## src/rtl/aux_edid_pkg.sv

```systemverilog
package aux_edid_pkg;

  localparam int unsigned WORD_W     = 32;
  localparam int unsigned OFS_W      = 8;
  localparam int unsigned NUM_DATA   = 5;
  localparam int unsigned SIZE_LSB   = 20;
  localparam int unsigned SIZE_W     = 5;
  localparam int unsigned BUSY_BIT   = 31;
  localparam int unsigned DONE_BIT   = 30;

  localparam logic [OFS_W-1:0] OFS_CTRL      = 8'h10;
  localparam logic [OFS_W-1:0] OFS_DATA_BASE = 8'h14;
  localparam logic [OFS_W-1:0] OFS_STRIDE    = 8'h04;

  localparam logic [7:0]  ACK_CODE   = 8'h00;
  localparam logic [7:0]  NO_DATA    = 8'hFF;
  localparam logic [15:0] EDID_SLAVE = 16'h0050;
  localparam logic [SIZE_W-1:0] LEN_ADDR_ONLY = 5'd3;
  localparam logic [SIZE_W-1:0] LEN_READ_BYTE = 5'd4;
  localparam logic [SIZE_W-1:0] SIZE_READ     = 5'd2;
  localparam logic [SIZE_W-1:0] SIZE_OTHER    = 5'd1;

  localparam int unsigned OP_READ_BIT = 0;
  localparam int unsigned OP_MOT_BIT  = 2;

  typedef enum logic [1:0] {
    REQ_ADDR_ONLY = 2'd0,
    REQ_WRITE     = 2'd1,
    REQ_READ      = 2'd2
  } req_kind_e;

  typedef struct packed {
    req_kind_e            kind;
    logic                 mot;
    logic [15:0]          i2c_addr;
    logic                 len_is_read;
    logic [SIZE_W-1:0]    reply_size;
  } aux_req_t;

endpackage

```

## src/rtl/aux_reg_decode.sv

```systemverilog
module aux_reg_decode
  import aux_edid_pkg::*;
#(
  parameter int unsigned N_DATA = NUM_DATA
) (
  input  logic [OFS_W-1:0]  offset,
  output logic              is_ctrl,
  output logic [N_DATA-1:0] data_sel
);

  assign is_ctrl = (offset == OFS_CTRL);

  for (genvar gi = 0; gi < N_DATA; gi++) begin : g_sel
    localparam logic [OFS_W-1:0] SLOT_OFS = OFS_DATA_BASE + OFS_STRIDE * OFS_W'(gi);
    assign data_sel[gi] = (offset == SLOT_OFS);
  end

endmodule

```

## src/rtl/aux_req_decode.sv

```systemverilog
module aux_req_decode
  import aux_edid_pkg::*;
(
  input  logic [31:8]       req_word,
  input  logic [SIZE_W-1:0] msg_len,
  output aux_req_t          req
);

  logic [3:0] op;

  always_comb begin
    op              = req_word[31:28];
    req.i2c_addr    = req_word[23:8];
    req.mot         = op[OP_MOT_BIT];
    req.len_is_read = (msg_len == LEN_READ_BYTE);
    req.reply_size  = op[OP_READ_BIT] ? SIZE_READ : SIZE_OTHER;
    if (msg_len == LEN_ADDR_ONLY)
      req.kind = REQ_ADDR_ONLY;
    else if (!op[OP_READ_BIT])
      req.kind = REQ_WRITE;
    else
      req.kind = REQ_READ;
  end

endmodule

```

## src/rtl/aux_edid_session.sv

```systemverilog
module aux_edid_session
  import aux_edid_pkg::*;
#(
  parameter int unsigned EDID_BYTES = 128,
  parameter int unsigned PTR_W      = $clog2(EDID_BYTES + 1),
  parameter int unsigned ADDR_W     = $clog2(EDID_BYTES)
) (
  input  logic              clk,
  input  logic              rst_n,
  input  logic              send,
  input  aux_req_t          req,
  input  logic              dp_attached,
  input  logic [7:0]        edid_byte,
  output logic [ADDR_W-1:0] rom_addr,
  output logic [PTR_W-1:0]  ptr_q,
  output logic              sel_q,
  output logic              avail_q,
  output logic              reply_we,
  output logic [7:0]        reply_byte
);

  localparam logic [PTR_W-1:0] PTR_END = PTR_W'(EDID_BYTES);

  logic             sel_d, avail_d;
  logic [PTR_W-1:0] ptr_d;
  logic             at_end;

  assign rom_addr = ptr_q[ADDR_W-1:0];
  assign at_end   = (ptr_q >= PTR_END);

  always_comb begin
    sel_d      = sel_q;
    avail_d    = avail_q;
    ptr_d      = ptr_q;
    reply_we   = 1'b0;
    reply_byte = 8'h00;
    if (send) begin
      unique case (req.kind)
        REQ_ADDR_ONLY: begin
          reply_we = 1'b1;
          if (!req.mot || req.i2c_addr == 16'h0000) begin
            sel_d   = 1'b0;
            avail_d = 1'b0;
            ptr_d   = '0;
          end else if (req.i2c_addr == EDID_SLAVE) begin
            sel_d   = 1'b1;
            avail_d = dp_attached;
          end
        end
        REQ_WRITE: begin
          reply_we = 1'b1;
        end
        REQ_READ: begin
          if (req.len_is_read) begin
            reply_we = 1'b1;
            if (sel_q && avail_q) begin
              if (!at_end) begin
                reply_byte = edid_byte;
                ptr_d      = ptr_q + 1'b1;
              end
            end else begin
              reply_byte = NO_DATA;
            end
          end
        end
        default: ;
      endcase
    end
  end

  always_ff @(posedge clk) begin
    if (!rst_n) begin
      sel_q   <= 1'b0;
      avail_q <= 1'b0;
      ptr_q   <= '0;
    end else begin
      sel_q   <= sel_d;
      avail_q <= avail_d;
      ptr_q   <= ptr_d;
    end
  end

endmodule

```

## src/rtl/aux_edid_responder.sv

```systemverilog
module aux_edid_responder
  import aux_edid_pkg::*;
#(
  parameter int unsigned EDID_BYTES = 128,
  parameter int unsigned PTR_W      = $clog2(EDID_BYTES + 1),
  parameter int unsigned ADDR_W     = $clog2(EDID_BYTES)
) (
  input  logic              clk,
  input  logic              rst_n,
  input  logic              wr_en,
  input  logic [7:0]        wr_addr,
  input  logic [31:0]       wr_data,
  input  logic [7:0]        rd_addr,
  output logic [31:0]       rd_data,
  input  logic              dp_attached,
  output logic [ADDR_W-1:0] edid_addr,
  input  logic [7:0]        edid_byte
);

  logic [WORD_W-1:0]                ctrl_q;
  logic [NUM_DATA-1:0][WORD_W-1:0]  data_q;

  logic                wr_ctrl;
  logic [NUM_DATA-1:0] wr_sel;
  logic                rd_ctrl;
  logic [NUM_DATA-1:0] rd_sel;
  logic                send;
  aux_req_t            req;
  logic [PTR_W-1:0]    ptr_q;
  logic                sel_q, avail_q;
  logic                reply_we;
  logic [7:0]          reply_byte;
  logic [WORD_W-1:0]   reply_word;
  logic [WORD_W-1:0]   done_word;

  aux_reg_decode #(.N_DATA(NUM_DATA)) u_wr_dec (
    .offset   (wr_addr),
    .is_ctrl  (wr_ctrl),
    .data_sel (wr_sel)
  );

  aux_reg_decode #(.N_DATA(NUM_DATA)) u_rd_dec (
    .offset   (rd_addr),
    .is_ctrl  (rd_ctrl),
    .data_sel (rd_sel)
  );

  aux_req_decode u_req (
    .req_word (data_q[0][31:8]),
    .msg_len  (wr_data[SIZE_LSB +: SIZE_W]),
    .req      (req)
  );

  assign send = wr_en && wr_ctrl && wr_data[BUSY_BIT];

  aux_edid_session #(
    .EDID_BYTES (EDID_BYTES),
    .PTR_W      (PTR_W),
    .ADDR_W     (ADDR_W)
  ) u_sess (
    .clk         (clk),
    .rst_n       (rst_n),
    .send        (send),
    .req         (req),
    .dp_attached (dp_attached),
    .edid_byte   (edid_byte),
    .rom_addr    (edid_addr),
    .ptr_q       (ptr_q),
    .sel_q       (sel_q),
    .avail_q     (avail_q),
    .reply_we    (reply_we),
    .reply_byte  (reply_byte)
  );

  always_comb begin
    reply_word = {ACK_CODE, reply_byte, 16'h0000};
    done_word  = '0;
    done_word[DONE_BIT] = 1'b1;
    done_word[SIZE_LSB +: SIZE_W] = req.reply_size;
  end

  always_ff @(posedge clk) begin
    if (!rst_n)
      ctrl_q <= '0;
    else if (send)
      ctrl_q <= done_word;
  end

  for (genvar gi = 0; gi < NUM_DATA; gi++) begin : g_data
    if (gi == 0) begin : g_reply_slot
      always_ff @(posedge clk) begin
        if (!rst_n)
          data_q[gi] <= '0;
        else if (reply_we)
          data_q[gi] <= reply_word;
        else if (wr_en && wr_sel[gi])
          data_q[gi] <= wr_data;
      end
    end else begin : g_plain_slot
      always_ff @(posedge clk) begin
        if (!rst_n)
          data_q[gi] <= '0;
        else if (wr_en && wr_sel[gi])
          data_q[gi] <= wr_data;
      end
    end
  end

  always_comb begin
    rd_data = '0;
    if (rd_ctrl)
      rd_data = ctrl_q;
    for (int i = 0; i < NUM_DATA; i++)
      if (rd_sel[i])
        rd_data = data_q[i];
  end

endmodule

```

## config.mk

```make
export PLATFORM = sky130hd
export DESIGN_NAME = aux_edid_responder
export DESIGN_NICKNAME = d
export VERILOG_FILES = /design/src/rtl/aux_edid_pkg.sv /design/src/rtl/aux_reg_decode.sv /design/src/rtl/aux_req_decode.sv /design/src/rtl/aux_edid_session.sv /design/src/rtl/aux_edid_responder.sv
export SDC_FILE = /design/constraint.sdc
export NUM_CORES = 1
export LEC_CHECK = 0
export BUFFER_PORTS_ARGS = -buffer_cell sky130_fd_sc_hd__buf_4
export CAP_MARGIN = 5
export CORE_ASPECT_RATIO = 1.2
export CORE_UTILIZATION = 45
export DETAILED_ROUTE_END_ITERATION = 7
export PLACE_DENSITY = 0.68
export SYNTH_ARGS = -nofsm -noshare
export SYNTH_HDL_FRONTEND = slang
export SYNTH_HIERARCHICAL = 1
export SYNTH_SLANG_ARGS = --single-unit
```

## constraint.sdc

```tcl
create_clock -name clk -period 4.1 [get_ports clk]
set_input_delay 0.615 -clock clk [delete_from_list [all_inputs] [get_ports clk]]
set_output_delay 0.615 -clock clk [all_outputs]
set_load 0.005 [all_outputs]
```

# Word-level counts from Yosys, hierarchy flattened
# Cells that the tools add are included.
[totals]
n_memories = 0
output_inout_bits = 39
in_bits = 60
ff_bits = 176
ramBits = 0
rom_bits = 0
latchBits = 0
word_cells = 81
[classes]
reduce_logical = 19
shifts = 0
mux = 28
n_eq_ne = 21
magnitude_cmp = 1
bitwise = 1
div_mod_pow = 0
mul = 0
n_addsub = 1
[ops]
columns = ["operator", "count"]
rows = [
  ["$mux 32", 5],
  ["$mux 8", 9],
  ["$eq 8x5->1 const B", 8],
  ["$mux 24", 2],
  ["$eq 8x6->1 const B", 4],
  ["$mux 31", 1],
  ["$eq 16x7->1 const B", 1],
  ["$logic_not 16->1", 1],
  ["$pmux 8 s2", 1],
  ["$add 8x1->8 const B", 1],
  ["$ge 8x8->1 const B", 1],
  ["$logic_and 1x1->1", 8],
  ["$mux 1", 6],
  ["$mux 2", 3],
  ["$reduce_and 6->1", 1],
  ["$reduce_bool 2->1", 3],
  ["$eq 5x2->1 const B", 1],
  ["$eq 5x3->1 const B", 1],
  ["$ne 2x1->1 const B", 2],
  ["$ne 2x2->1 const B", 2],
  ["$reduce_or 2->1", 2],
  ["$reduce_and 3->1", 1],
  ["$eq 2x1->1 const B", 1],
  ["$eq 2x2->1 const B", 1],
  ["other kinds (5)", 5],
]

# Longest topological paths before layout
[logic_depth]
word_depth = 7
depth_mapped = 10
depth_no_buf = 8

# Modules after synthesis
# Netlist, hierarchy kept.
[modules_own_cells]
columns = ["mod", "n_inst", "seq_area_each_um2", "cells_per_inst", "area_each_um2"]
rows = [
  ["aux_edid_responder", 1, 3323.2, 956, 7731.2],
  ["aux_edid_session", 1, 200.2, 110, 855.8],
  ["aux_req_decode", 1, 0.0, 28, 211.5],
  ["aux_reg_decode", 2, 0.0, 12, 86.3],
]

# Worst setup path after synthesis
# Ideal clock, no wire load.
[synth_timing]
path_kind = "input -> output"
start = "in rd_addr[5]"
end = "out rd_data[15]"
n_path_buf = 2
stages = 7
required_ns = 3.485
arrival_time_ns = 2.253
slack_ns = 1.232
cell_sequence = "or4b_4 nor4_1 nor2b_1 buf_6 buf_6 a221oi_2 o21ai_1"
[synth_via]
elab_chain_cells = 6
elab_cells_between_ends = 10
cone_classes = "eq/ne: 5; mux: 5"
[synth_rtl]
columns = ["item", "line", "rtl"]
rows = [
  ["start: declaration", "aux_edid_responder.sv:13", "input logic [7:0] rd_addr,"],
  ["$eq 8x5->1", "aux_reg_decode.sv:15", "assign data_sel[gi] = (offset == SLOT_OFS);"],
  ["via rd_sel[0]", "aux_edid_responder.sv:26", "logic [NUM_DATA-1:0] rd_sel;"],
  ["$mux 32 (5 in series)", "aux_edid_responder.sv:114", "if (rd_sel[i])"],
  ["end: declaration", "aux_edid_responder.sv:14", "output logic [31:0] rd_data,"],
]
# The timed path passes the listed nets, and every way through them passes these cells.

# Worst setup path after layout
[layout_timing]
start = "in rd_addr[5]"
end = "out rd_data[12]"
[layout_via]
elab_cells_between_ends = 10
cone_classes = "eq/ne: 5; mux: 5"
[layout_rtl]
columns = ["item", "line"]
rows = [
  ["$eq 8x5->1", "aux_reg_decode.sv:15"],
  ["via rd_sel[1]", "aux_edid_responder.sv:26"],
  ["$mux 32 (4 in series)", "aux_edid_responder.sv:114"],
]
# The timed path passes the listed nets, and every way through them passes these cells.

==> results.cfg <==
[sta]
setup_viol = 0
min_period_ns = 3.51
fmax_mhz = 285
skew_ns = 0.00775
grt_setup_unrepaired = no
hold_slack_ns = 0.444
slew_violations = 0
worst_pin_slew_ns = 0.936
final_hold_viol_count = 0
layout_setup_ws_ns = 0.587
finalSetupTns_ns = 0
relSlewSlack_pct = 37.5
period_share_pct = 85.7

[cts]
cts_tree = done
cts_max_level = 4
post_cts_buffers = 0
cts_sinks = 176
holdBufCountCts = 0
insertion_delay_ns = 0.43
clk_pin_slew_worst_paths_ns = 0.06
numCtsBuffers = 17
cts_buffer_depth = 2
cts_resized = 0
cts_root_buffer = clkbuf_16

[routing]
firstDrtPassIters = 7
wl_per_cell_um = 17.0
drt_iter0_drc = 612
finalWirelength_mm = 24.1
via_count = 7812
ant_nets = 0
drc = 0
routed_via_density = 5.52

[synth]
synth-simple-area-share_pct = 24.6
synth_compound_area_share_pct = 26.0
synth_xor_xnor_area_share_pct = 0.0976
syn_inst = 1118
ys_ff_latch = 176
yosysWarnings = 6
synth.distinct_cells = 53
ys_async_sr_fraction_pct = 0
synth_flop_cell = dfxtp_1
synth-edff-count = 0
synthMuxAreaShare_pct = 0.893
synth-adder-area-share_pct = 0.279
syn_area_um2 = 8970
synth_top_family_by_area = compound AO/OA/AOI/OAI gates
seq_area_frac_synth_pct = 39.3
synth.avg_cell_area_um2 = 8.02

[floorplanning]
die_area_um2 = 20500
rows = 56
io_pins = 99
die_w_um = 131
initial_core_util_pct = 45.9
dieHeight_um = 157
core_area_um2 = 19500

[placement]
place_congestion = 0.804
port-buffer-count = 98
place_ws_ns = 0.621
dp_hpwl_mm = 14.8
dpl.cell_count = 1384

[setup_path]
r2r_setup_slack_ns = 1.87
required_ns = 3.48
max_stage_delay_ns = 0.59
crit_family = simple AND/OR/NAND/NOR gates
crit_path_start_kind = input port
crit_slowest_cell = or4b_4
path_max_fanout = 15
cp_common_cell = buf_4
worstRegToRegCells = 7
endpoint_kind = output port
crit_type = in -> out
cp_cell_sequence = buf_4, or4b_4, nor4b_4, nor2b_2, buf_4, a221oi_1, o21ai_1, buf_4
cp.arrival_ns = 2.90
reg2reg_to = data_q[16]
reg2reg_from = data_q[28]
worst-path-buf-inv = 3

[pwr]
combPwrFrac_pct = 4.6
p_sw_w = 0.000785
power_density_nw_per_um2 = 336
internal-power_w = 0.00261
clkPwrFrac_pct = 44.9
ir_drop_mv = 0.347
power_leakage_nw = 3.60
seqPwrFrac_pct = 50.4
p_sw_share_pct = 23.1

[worst_hold_path]
hp-start = dp_attached
hold_end = u_sess/avail_q
min_path_type = in -> reg
min_path_cells = 3

[cells_and_area]
layout_commonest_cell = nand2_1
layout_common_cells = nand2_1 (350), dfxtp_1 (176), a21boi_1 (120), buf_4 (118), a21oi_1 (77)
nFillCells = 1895
antennaDiodeCount = 0
area_growth_pct = 12.5
fin_cells = 1416
drive_gt1_share_pct = 16.3
nets = 1204

[global_route]
antenna_found_initial = 0
grt_max_degree = 99
grt_pass1_wl_mm = 39.1
track_usage_pct = 24.5
overflow = 0
grt_pass1_vias = 7510

[run_status]
status = finished clean

[flow_run]
drv_cap = 0
-- state kept, by name (all words and copies together), names as in the netlist --
signal	cells
u_sess/ptr_q	8
data_q	160
u_sess/sel_q	1
u_sess/avail_q	1
ctrl_q	6
-- logic make-up after synthesis --
group                      after synthesis
AOI/OAI and AO/OA                      331
and+or+nand+nor                        467
buffers and inverters                  132
adders and majority gates                2
muxes                                    8
other                                    1
xor gates and xnor gates                 1
DFF                                    176
-- power by group through the flow --
stage                     clock network, W   logic, W  registers [W]
after CTS                          0.00155   0.000156        0.00171
after detailed placement                 0   0.000155        0.00175
after global routing               0.00162   0.000166        0.00171
after global placement                   0   0.000154        0.00175
final                              0.00153   0.000156        0.00171
after floorplan                          0  0.0000668        0.00175
-- per-stage QoR --
stage | total power, W | util (%) | cell area (um2)
floorplan | 0.00182 | - | 8980
global placement | 0.00191 | 48.8 | 9540
detailed placement | 0.00191 | 48.8 | 9540
CTS | 0.00342 | 51.6 | 10100
global route | 0.00350 | 51.6 | 10100
finish | 0.00339 | 51.6 | 10100
-- worst register-to-register path, stage by stage (launching register included) --
cell and delay, ns:
dfxtp_1 0.44, inv_1 0.09, a21oi_1 0.36, nor2b_1 0.42
nand3_1 0.29, a21oi_1 0.24, o21ai_0 0.12, a31oi_1 0.20
-- worst max-delay path by stage --
stage                     startpoint          end  slack (ns)  cells past startpoint
after floorplan           rd_addr[5]  rd_data[15]        1.23                      7
after global placement    rd_addr[5]  rd_data[21]        0.67                      8
after detailed placement  rd_addr[5]  rd_data[13]        0.62                      8
after CTS                 rd_addr[5]  rd_data[12]        0.61                      8
after global routing      rd_addr[5]   rd_data[7]        0.43                      8
final                     rd_addr[5]  rd_data[12]        0.59                      8
-- metal layers --
metal  share of wire (%)  GRT usage, %
met1                  46          32.4
met2                  48          40.6
met3                 5.1          4.62
met4                 1.5          6.46
met5                   0             0
-- area by class of cell --
cell class	instances	area, um2	share of cell area, %
Tap cell	261	327	3.23
Clock inverter	11	81.3	0.806
Inverter	14	52.6	0.521
Multi-Input combinational cell	812	4700	46.5
Sequential cell	176	3520	34.9
Timing Repair Buffer	121	946	9.37
Clock buffer	21	470	4.66
-- cell usage after synthesis (all sizes together) (2+ instances only) --
cell       n  area [um2]
nand2    350        1310
dfxtp    176        3520
a21boi   129         968
buf       91         637
a21oi     77         385
o21ai     68         340
clkbuf    27         105
a221oi    26         309
and3b     26         228
nor2b     15        93.8
inv       14        52.6
nor4      14         124
nand2b    11        68.8
a31oi      9        56.3
and2       9        56.3
mux2i      8        80.1
a2111oi    6         121
a221o      6        60.1
nand3      6        30.0
nand3b     6        45.0
nand4      6        37.5
nor3       5        25.0
nor2       4        22.5
or4b       4        47.6
nor4b      3        53.8
and3       2        12.5
ha         2        25.0
nor3b      2        15.0
o21a       2        15.0
o22ai      2        12.5
o31ai      2        15.0
o32ai      2        17.5
or2        2        12.5
(Power assumes the default switching activity.)
